$ cat src/rtl/ctrlPairPkg.sv
package ctrlPairPkg;
  localparam int unsigned REG_W = 32;
  localparam int BIT_SWAP = 30;
  localparam int BIT_PROG = 23;
  localparam int BIT_ENH  = 22;
  localparam int BIT_LPWR = 19;
  localparam int BIT_POST = 18;
  localparam int BIT_LINK = 17;
  localparam int BIT_SRST = 16;
  localparam logic [REG_W-1:0] LIVE_MASK =
    (REG_W'(1) << BIT_SWAP) | (REG_W'(1) << BIT_PROG) | (REG_W'(1) << BIT_ENH) |
    (REG_W'(1) << BIT_LPWR) | (REG_W'(1) << BIT_POST) | (REG_W'(1) << BIT_LINK) |
    (REG_W'(1) << BIT_SRST);

  typedef struct packed {
    logic [REG_W-1:0] setMask;
    logic [REG_W-1:0] clrMask;
    logic             rdStb;
    logic             rdHit;
    logic             rstHold;
    logic             rstFinish;
  } ctlStb_t;
endpackage

$ cat src/rtl/ctrlPairCtl.sv
module ctrlPairCtl
  import ctrlPairPkg::*;
#(
  parameter int unsigned ADDR_W = 8,
  parameter logic [ADDR_W-1:0] SET_OFFS = 8'h50,
  parameter logic [ADDR_W-1:0] CLR_OFFS = 8'h54
) (
  input  logic [ADDR_W-1:0] busAddr,
  input  logic              busWr,
  input  logic [REG_W-1:0]  busWData,
  input  logic              busRd,
  input  logic              softRstNow,
  input  logic              rstDone,
  output ctlStb_t           stb
);
  logic setHit, clrHit;

  always_comb begin
    setHit = busWr && (busAddr == SET_OFFS);
    clrHit = busWr && (busAddr == CLR_OFFS);
    stb.setMask   = setHit ? (busWData & LIVE_MASK) : '0;
    stb.clrMask   = clrHit ? (busWData & LIVE_MASK) : '0;
    stb.rdStb     = busRd;
    stb.rdHit     = (busAddr == SET_OFFS) || (busAddr == CLR_OFFS);
    // soft reset holds from the cycle it is requested
    stb.rstHold   = softRstNow || stb.setMask[BIT_SRST];
    stb.rstFinish = softRstNow && rstDone;
  end
endmodule

$ cat src/rtl/ctrlPairData.sv
module ctrlPairData
  import ctrlPairPkg::*;
(
  input  logic             clk,
  input  logic             rstN,
  input  ctlStb_t          stb,
  input  logic             cfgPhyProg,
  input  logic             cfgSwapOff,
  output logic [REG_W-1:0] regVal,
  output logic [REG_W-1:0] busRData
);
  logic [REG_W-1:0] regQ, regNxt, wrVal;

  always_comb begin
    wrVal  = (regQ | stb.setMask) & ~stb.clrMask;
    regNxt = regQ & LIVE_MASK;
    if (stb.rstHold) begin
      regNxt[BIT_SWAP] = cfgSwapOff;
      regNxt[BIT_ENH]  = 1'b0;
      regNxt[BIT_LPWR] = 1'b0;
      regNxt[BIT_POST] = 1'b0;
      regNxt[BIT_LINK] = 1'b0;
    end else begin
      regNxt[BIT_SWAP] = wrVal[BIT_SWAP];
      regNxt[BIT_LPWR] = wrVal[BIT_LPWR];
      regNxt[BIT_LINK] = wrVal[BIT_LINK];
      if (regQ[BIT_PROG] && regQ[BIT_LINK]) regNxt[BIT_ENH] = wrVal[BIT_ENH];
      if (!regQ[BIT_LINK]) regNxt[BIT_POST] = wrVal[BIT_POST];
    end
    regNxt[BIT_PROG] = regQ[BIT_PROG] && !stb.clrMask[BIT_PROG];
    if (regQ[BIT_SRST]) regNxt[BIT_SRST] = !stb.rstFinish;
    else                regNxt[BIT_SRST] = stb.setMask[BIT_SRST];
  end

  always_ff @(posedge clk) begin
    if (!rstN) begin
      regQ           <= '0;
      regQ[BIT_SWAP] <= cfgSwapOff;
      regQ[BIT_PROG] <= cfgPhyProg;
      busRData       <= '0;
    end else begin
      regQ <= regNxt;
      if (stb.rdStb) busRData <= stb.rdHit ? regQ : '0;
    end
  end

  assign regVal = regQ;
endmodule

$ cat src/rtl/ctrlPair.sv
module ctrlPair
  import ctrlPairPkg::*;
#(
  parameter int unsigned ADDR_W = 8,
  parameter logic [ADDR_W-1:0] SET_OFFS = 8'h50,
  parameter logic [ADDR_W-1:0] CLR_OFFS = 8'h54
) (
  input  logic              clk,
  input  logic              rstN,
  input  logic [ADDR_W-1:0] busAddr,
  input  logic              busWr,
  input  logic [31:0]       busWData,
  input  logic              busRd,
  output logic [31:0]       busRData,
  input  logic              cfgPhyProg,
  input  logic              cfgSwapOff,
  input  logic              rstDone,
  output logic              softRstReq,
  output logic              linkEnOut,
  output logic              linkPwrOut,
  output logic              postWrOut
);
  ctlStb_t          stb;
  logic [REG_W-1:0] regVal;

  ctrlPairCtl #(.ADDR_W(ADDR_W), .SET_OFFS(SET_OFFS), .CLR_OFFS(CLR_OFFS)) uCtl (
    .busAddr(busAddr), .busWr(busWr), .busWData(busWData), .busRd(busRd),
    .softRstNow(regVal[BIT_SRST]), .rstDone(rstDone), .stb(stb)
  );

  ctrlPairData uData (
    .clk(clk), .rstN(rstN), .stb(stb), .cfgPhyProg(cfgPhyProg),
    .cfgSwapOff(cfgSwapOff), .regVal(regVal), .busRData(busRData)
  );

  assign softRstReq = regVal[BIT_SRST];
  assign linkEnOut  = regVal[BIT_LINK];
  assign linkPwrOut = regVal[BIT_LPWR];
  assign postWrOut  = regVal[BIT_POST];
endmodule

$ cat config.mk
export PLATFORM = sky130hd
export DESIGN_NAME = ctrlPair
export DESIGN_NICKNAME = d
export VERILOG_FILES = /design/src/rtl/ctrlPairPkg.sv /design/src/rtl/ctrlPairCtl.sv /design/src/rtl/ctrlPairData.sv /design/src/rtl/ctrlPair.sv
export SDC_FILE = /design/constraint.sdc
export NUM_CORES = 1
export LEC_CHECK = 0
export CORE_MARGIN = 10
export CORE_UTILIZATION = 32
export DETAILED_ROUTE_END_ITERATION = 6
export PLACE_DENSITY_LB_ADDON = 0.15
export REMOVE_ABC_BUFFERS = 1
export SYNTH_ARGS = -nofsm -noshare
export SYNTH_HDL_FRONTEND = slang
export SYNTH_SLANG_ARGS = --single-unit
$ cat constraint.sdc
create_clock -name clk -period 4 [get_ports clk]
set_input_delay 0.8 -clock clk [delete_from_list [all_inputs] [get_ports clk]]
set_output_delay 0.8 -clock clk [all_outputs]
set_load 0.1 [all_outputs]
==> results.toml, run 1 <==
[pwr]
pwr-share-seq_pct = 36.8
p_int_mw = 0.223
p_leak_nw = 0.452
p_comb_share_pct = 37.5
pwr-share-clk_pct = 25.7
cellPowerDensity_nw_per_um2 = 338
peakVddDrop_uv = 177
swShare_pct = 42.5
switching_power_mw = 0.165

[run]
cap_violations = 0

[routing]
num_vias = 709
drtIter0Drc = 37
dr.pass1.iters = 4
viasPerCell = 4.60
wl_per_cell_um = 15.3
drt_drc_violations_left = 0
drt_wl_total_um = 2360
detail-route-antenna-nets = 0

[clock_network]
cts_sinks = 14
cts-resized-gates = 0
cts.htree.levels = 1
hold_buffers = 0
clk_latency_ps = 270
cts_tree = "yes"
post_cts_buffers = 0
cts-root-buf = "clkbuf_4"
cts_buffers = 3
cts.path.max_buffers = 2
clk_pin_slew_ps = 90

[critical_path]
startpoint = "uData.regVal[17]$_SDFF_PP0_"
r2r_slack_ps = 2810
r2r_end = "uData.regVal[30]$_DFF_P_"
worstPathMaxFanout = 5
crit_buf_inv = 1
path_cells = "clkdlybuf4s50_1"
critPathLaunchType = "register"
cp-end-kind = "output pin"
timing.rr.start = "uData.regVal[16]$_SDFF_PN0_"
cp_slowest_cell = "clkdlybuf4s50_1"
cp_top_family = "buffers and inverters"
path_class = "reg2out"
arrival_ps = 1860
crit_cells = 1
reg2reg_depth = 3
critPathMaxStageDelay_ps = 1170
cp-endpoint = "linkEnOut"
required_ps = 3200

[logic_synthesis]
syn_avg_cell_area_um2 = 9.45
synth_top_cells_by_area = "dfxtp_1, buf_4, nor2b_1, a32oi_1, a211oi_1"
yosysTopAreaCellShare_pct = 32.2
synth-seq-cells = 14
yosysWarnings = 0
seq_area_frac_synth_pct = 32.2
synth_cells = 92
synth_area_leader_cell = "dfxtp_1"
synth_cell_types = 27
synth_area_um2 = 870

[timing]
post-route-min-period_ps = 2660
worstMarginPinSlew_ps = 985
rsz0062_at_grt = "no"
fmax_ghz = 0.376
setup_ws_ps = 1340
setup_tns_ps = 0
setup_viol = 0
fin_crit_sh_pct = 66.5
hold_violations = 0
finClkSkew_ps = 5.20
relSlewSlack_pct = 34.1
slew_viol_final = 0

[layout]
multiInputGateArea_um2 = 457
diodes = 0
seqCellArea_um2 = 280
drive_gt1_share_pct = 7.26
fillers = 256
fin_nets = 172
syn2layout_area_growth_pct = 31.8

[die]
die_h_um = 72.1
core_um2 = 2540
start_util_pct = 34.2
num_rows = 18
num_io_pins = 83
die-area_um2 = 5200
fp.dieW_um = 72.1

[place]
dp.final_hpwl_um = 1850
gp_congestion = 0.699
portBuffers = 32
pre_cts_ws_ps = 1320

[hold_path]
min_path_type = "reg2reg"

[grt]
grt_pass1_vias = 801
grt_use_total_pct = 8.72
grt_antenna_before_repair = 0
grt_pass1_wl_um = 3780
grt_overflow = 0
grt_max_degree = 17

[outcome]
run_status = "complete, no violations"
-- placed cells by master, fill, tap and decap left out --
cell type	count
nand2_1	1
clkbuf_4	3
a31o_2	1
a222oi_1	1
clkdlybuf4s50_1	32
and2_1	1
inv_1	2
nor2_1	2
conb_1	25
o211ai_4	1
a211oi_1	4
a21boi_1	1
nand2b_1	2
buf_4	1
nand4b_1	1
a21o_1	4
clkbuf_8	1
a31oi_1	4
and4bb_2	1
nor2b_1	10
and3_1	1
nand4_1	1
nor4bb_1	1
a32oi_1	7
nor4b_4	1
a31o_1	1
dfxtp_1	14
-- synthesized netlist by cell type --
cell	count
nor2_1	2
nor2b_1	10
a21boi_1	1
a211oi_1	4
o211ai_4	1
buf_2	1
nor4b_4	1
and3_1	1
a21o_1	4
a31o_1	1
nand2_1	1
and4bb_2	1
clkbuf_1	1
a31o_2	1
buf_4	26
a32oi_1	7
dfxtp_1	14
nor4bb_1	1
inv_1	2
nand4b_1	1
nand2b_1	2
a31oi_1	4
buf_6	1
a222oi_1	1
conb_1	1
and2_1	1
nand4_1	1
-- state kept, by name, indices dropped and copies added (netlist names) --
register,count
uData.busRData,7
uData.regVal,7
-- final cells by class --
type,instances,area share (%)
well taps,30,3.28
inverters,2,0.655
clock buffers,4,3.17
flip-flops and latches,14,24.5
multi-input cells,71,39.8
repair buffers,33,28.6
-- power by group through the flow --
| stage | logic (mW) | clock network (mW) | registers, mW |
|---|---|---|---|
| after floorplan | 0.115 | 0 | 0.146 |
| after global placement | 0.143 | 0 | 0.146 |
| after detailed placement | 0.144 | 0 | 0.146 |
| after CTS | 0.144 | 0.105 | 0.143 |
| after global routing | 0.151 | 0.113 | 0.143 |
| final | 0.145 | 0.0995 | 0.143 |
-- stage by stage --
step	hold slack (ps)	instance area (um2)	instances	util, %	total power, mW
6_report	514	1150	154	45.0	0.387
4_1_cts	521	1150	154	45.0	0.392
3_5_place_dp	496	1110	150	43.6	0.290
3_3_place_gp	489	1110	150	43.6	0.289
2_1_floorplan	463	744	87	-	0.261
5_1_grt	544	1150	154	45.0	0.407
-- worst register-to-register path: stages (launching register included) --
cell      delay, ps
dfxtp_1         350
nand2b_1        260
a31o_2          260
a222oi_1        220
-- cell families after synthesis --
group | count (synthesis) | share of synthesized area [%]
buf+inv | 31 | 25.6
simple gates | 22 | 18.4
flops | 14 | 32.2
compound gates | 24 | 23.3
other cells | 1 | 0.431
-- layer usage --
layer  wire [um]  track usage, %  up-vias
li1            -               -      351
met5           0               0        -
met3         309            5.03        2
met4          10            3.23        0
met2         884            11.8       48
met1        1160            11.1      308
-- worst min-delay path by stage --
stage,start,end,cells after the start
floorplan,uData.regVal[23]$_DFF_P_,uData.regVal[23]$_DFF_P_,1
global placement,uData.busRData[19]$_SDFFE_PN0P_,uData.busRData[19]$_SDFFE_PN0P_,2
detailed placement,uData.regVal[23]$_DFF_P_,uData.regVal[23]$_DFF_P_,1
CTS,uData.regVal[23]$_DFF_P_,uData.regVal[23]$_DFF_P_,1
global route,uData.busRData[22]$_SDFFE_PN0P_,uData.busRData[22]$_SDFFE_PN0P_,2
finish,uData.busRData[22]$_SDFFE_PN0P_,uData.busRData[22]$_SDFFE_PN0P_,2
(Power assumes the default switching activity.)
==> run 2: changes to the inputs <==
CORE_UTILIZATION = 30   (was 32)
clock period = 2.5 ns   (was 4 ns; I/O delays follow)
==> run 2 against run 1 <==
Clock skew is 2.3 ps higher; wire length up 0.72%; design area down 2.2%; worst setup slack lost 580 ps; global-route usage shrank 0.36 points; first-iteration DRC count is 38% lower; combinational power is 61% higher; cell count up 1.3%; power up 52%; hold slack worse by 7.3 ps; sequential power increased by 59%; flip-flop and latch count did not move; critical endpoint is now uData.regVal[22]$_SDFFE_PP0P_.
==> results.toml, run 2 (synthesized netlist as in run 1, its figures left out) <==
[layout]
fin_nets = 174
drive_gt1_share_pct = 16.8
final_common_cell = "conb_1"
final_core_util_pct = 40.7
syn2layout_area_growth_pct = 28.9
final_cell_mix = "conb_1, clkdlybuf4s50_1, buf_4, dfxtp_1, nor2b_1"
diodes = 0

[routing]
drt_wl_total_um = 2380
dr.pass1.iters = 4
num_vias = 716
drt_drc_violations_left = 0
viasPerCell = 4.59
drtIter0Drc = 23
detail-route-antenna-nets = 0
wl_per_cell_um = 15.3

[timing]
setup_ws_ps = 763
hold_violations = 0
finClkSkew_ps = 7.54
rsz0062_at_grt = "no"
setup_tns_ps = 0
post-route-min-period_ps = 1740
slew_viol_final = 0
hold_slack_ps = 506
fmax_ghz = 0.576
setup_viol = 0
fin_crit_sh_pct = 69.5

[critical_path]
critPathMaxStageDelay_ps = 460
worstPathMaxFanout = 9
required_ps = 2650
path_class = "in2reg"
cp-end-kind = "register"
path_cells = "clkdlybuf4s50_1 -> nor4bb_1 -> buf_4 -> and2_1 -> a211oi_1"
critPathLaunchType = "input port"
arrival_ps = 1890
cp_slowest_cell = "clkdlybuf4s50_1"

[pwr]
peakVddDrop_uv = 337
swShare_pct = 44.7
p_leak_nw = 0.478
pwr-share-clk_pct = 21.4
cellPowerDensity_nw_per_um2 = 524
p_comb_share_pct = 39.7
switching_power_mw = 0.262
p_int_mw = 0.325
pwr-share-seq_pct = 38.8
power_mw = 0.588

[die]
die-area_um2 = 5450
core_um2 = 2760
num_rows = 19
die_h_um = 73.8
start_util_pct = 31.5
fp.dieW_um = 73.8
num_io_pins = 83

[clock_network]
clk_pin_slew_ps = 70
cts_sinks = 14
cts.path.max_buffers = 2
post_cts_buffers = 0
cts_tree = "yes"
hold_buffers = 0
cts.htree.levels = 1
cts-root-buf = "clkbuf_4"
cts-resized-gates = 0
cts_buffers = 3
clk_latency_ps = 280

[grt]
grt_overflow = 0
grt_pass1_vias = 770
grt_use_total_pct = 8.36
grt_antenna_before_repair = 0
grt_pass1_wl_um = 3700
grt_max_degree = 17

[place]
portBuffers = 32
pre_cts_ws_ps = 473
dp.final_hpwl_um = 1910
gp_congestion = 0.739

[outcome]
run_status = "complete, no violations"

[hold_path]
min_path_type = "reg2reg"

[run]
cap_violations = 0
==> run 2: changes by cell type in the layout (fill, tap and decap cells not counted), sizes merged <==
cell | before | now
buf | 1 | 14
clkbuf | 4 | 3
clkdlybuf4s50 | 32 | 21
==> run 2: final timing paths <==
| path | from | to | slack, ps | cells past startpoint |
|---|---|---|---|---|
| worst max-delay path | busAddr[4] | uData.regVal[22]$_SDFFE_PP0P_ | 760 | 5 |
| worst min register to register | uData.busRData[19]$_SDFFE_PN0P_ | uData.busRData[19]$_SDFFE_PN0P_ | 510 | 2 |
| worst max register to register | uData.regVal[16]$_SDFF_PN0_ | uData.regVal[30]$_DFF_P_ | 1300 | 3 |
| worst min-delay path | uData.busRData[19]$_SDFFE_PN0P_ | uData.busRData[19]$_SDFFE_PN0P_ | 510 | 2 |
==> run 2: through the flow <==
stage | instance area, um2 | instances
floorplan | 744 | 87
global placement | 1100 | 153
detailed placement | 1100 | 153
CTS | 1120 | 156
global route | 1120 | 156
finish | 1120 | 156
==> run 2: layout make-up <==
class | count | area [um2]
sequential | 14 | 280
multi-input combinational | 71 | 457
timing repair buffer | 35 | 315
inverter | 2 | 7.51
clock buffer | 3 | 22.5
fill | 308 | 1640
tap | 31 | 38.8
==> run 2: critical path, delay by kind of cell <==
| kind | cells | cell delay, ps |
|---|---|---|
| buffers and inverters | 2 | 700 |
| AOI/OAI and AO/OA | 1 | 110 |
| and+or+nand+nor | 2 | 580 |
==> run 2: routing by layer <==
layer / up-vias / share of wire (%) / GRT usage, %
met4: 0 / 0.55 / 1.86
met2: 37 / 47 / 13.4
met5: - / 0 / 0
met3: 2 / 14 / 5.65
met1: 325 / 39 / 8.90
li1: 352 / - / -
==> run 2: power by group through the flow <==
| stage | sequential [mW] | clock, mW | combinational (mW) |
|---|---|---|---|
| global route | 0.229 | 0.149 | 0.242 |
| global placement | 0.233 | 0 | 0.231 |
| detailed placement | 0.233 | 0 | 0.232 |
| CTS | 0.228 | 0.133 | 0.232 |
| finish | 0.228 | 0.126 | 0.234 |
| floorplan | 0.234 | 0 | 0.184 |
==> run 3: changes to the inputs <==
CORE_UTILIZATION = 27   (was 30)
clock period = 1.43 ns   (was 2.5 ns; I/O delays follow)
==> run 3 against run 2 <==
Worst setup slack worse by 720 ps; via count is 8.4% higher; largest power group unchanged; count of clock-buffer cells in the layout stayed put; first-iteration DRC count is 13% lower; register-to-register slack worse by 930 ps; flip-flop and latch count stayed put; non-clock buffer count is 13 higher.
==> results.toml, run 3 (synthesized netlist as in run 1, its figures left out) <==
[critical_path]
cp_slowest_cell = "clkdlybuf4s50_1"
r2r_slack_ps = 370
r2r_end = "uData.regVal[22]$_SDFFE_PP0P_"
crit_buf_inv = 3
path_class = "in2reg"
arrival_ps = 1570
reg2reg_depth = 3
startpoint = "busWr"
timing.rr.start = "uData.regVal[17]$_SDFF_PP0_"
worstPathMaxFanout = 8
cp-end-kind = "register"
required_ps = 1610
path_cells = "clkdlybuf4s50_1 -> nor4bb_4 -> buf_6 -> buf_4 -> a31o_2 -> a222oi_1"
critPathMaxStageDelay_ps = 400
critPathLaunchType = "input port"
cp_top_family = "buffers and inverters"

[routing]
drt_drc_violations_left = 0
drtIter0Drc = 20
wl_per_cell_um = 14.0
dr.pass1.iters = 4
num_vias = 776
viasPerCell = 4.26
detail-route-antenna-nets = 0
drt_wl_total_um = 2560

[timing]
fin_crit_sh_pct = 97.2
rsz0062_at_grt = "no"
post-route-min-period_ps = 1390
slew_viol_final = 0
setup_viol = 0
fmax_ghz = 0.719
hold_violations = 0
hold_slack_ps = 515
setup_tns_ps = 0
finClkSkew_ps = 7.34
setup_ws_ps = 39.4

[pwr]
pwr-share-clk_pct = 20.9
switching_power_mw = 0.464
swShare_pct = 44.3
pwr-share-seq_pct = 38.1
peakVddDrop_uv = 363
cellPowerDensity_nw_per_um2 = 745
p_leak_nw = 0.611
p_int_mw = 0.585
p_comb_share_pct = 41.0

[layout]
final_common_cell = "conb_1"
syn2layout_area_growth_pct = 62.0
fillers = 304
diodes = 0
drive_gt1_share_pct = 25.4
fin_area_um2 = 1410
multiInputGateArea_um2 = 472
fin_nets = 187
seqCellArea_um2 = 280
final_cell_mix = "conb_1, clkdlybuf4s50_1, dfxtp_1"

[die]
die-area_um2 = 5890
start_util_pct = 28.3
num_io_pins = 83
die_h_um = 76.8
num_rows = 20
fp.dieW_um = 76.8
core_um2 = 3080

[hold_path]
holdPathEnd = "uData.regVal[23]$_DFF_P_"
worstHoldStart = "uData.regVal[23]$_DFF_P_"
worstHoldPathCells = 1
min_path_type = "reg2reg"

[place]
place_area_um2 = 1320
portBuffers = 32
dp.final_hpwl_um = 2120
pre_cts_ws_ps = -401
gp_congestion = 0.771

[clock_network]
cts.path.max_buffers = 2
clk_latency_ps = 280
hold_buffers = 0
clk_pin_slew_ps = 80
cts.htree.levels = 1
cts-root-buf = "clkbuf_4"
cts_tree = "yes"
cts_buffers = 3
cts_sinks = 14

[grt]
grt_antenna_before_repair = 0
grt_overflow = 0
grt_max_degree = 11
grt_use_total_pct = 8.05
grt_pass1_vias = 792
grt_pass1_wl_um = 3910

[run]
cap_violations = 0

[outcome]
run_status = "complete, no violations"
==> run 3: layer usage <==
layer	wire, um	track usage [%]	vias up
li1	-	-	382
met1	1080	9.02	356
met2	1290	13.4	36
met3	175	3.96	2
met4	10	1.67	0
met5	0	0	-
==> run 3: cell type report <==
cell class / count / area share [%]
Multi-Input combinational cell: 71 / 33.5
Sequential cell: 14 / 19.9
Clock buffer: 3 / 1.60
Timing Repair Buffer: 48 / 40.6
Inverter: 2 / 0.533
Tap cell: 44 / 3.91
==> run 3: what timing repair did <==
| item | 4_1_cts | 5_1_grt |
|---|---|---|
| pin swaps | 2 | 1 |
| setup endpoints to repair | 6 | 11 |
| setup buffers | 4 | 0 |
| gates resized for setup | 7 | 2 |
==> run 3: worst max path at each step <==
stage | cells after the start | endpoint | slack [ps]
after floorplan | 3 | uData.regVal[30]$_DFF_P_ | -330
after global placement | 5 | uData.regVal[30]$_DFF_P_ | -310
after detailed placement | 5 | uData.regVal[30]$_DFF_P_ | -400
after CTS | 5 | uData.regVal[30]$_DFF_P_ | 5
after global routing | 7 | uData.busRData[22]$_SDFFE_PN0P_ | 10
final | 6 | uData.regVal[30]$_DFF_P_ | 40
==> run 3: through the flow <==
step / power, mW / instances / util [%]
floorplan: 0.731 / 87 / -
global placement: 0.826 / 175 / 42.9
detailed placement: 0.828 / 175 / 42.9
CTS: 1.06 / 182 / 45.6
global route: 1.10 / 182 / 45.8
finish: 1.05 / 182 / 45.8
==> run 3: power groups by stage <==
| stage | logic [mW] | clock network [mW] | registers [mW] |
|---|---|---|---|
| global route | 0.446 | 0.259 | 0.400 |
| detailed placement | 0.419 | 0 | 0.408 |
| global placement | 0.418 | 0 | 0.408 |
| floorplan | 0.322 | 0 | 0.409 |
| finish | 0.431 | 0.219 | 0.399 |
| CTS | 0.429 | 0.235 | 0.399 |
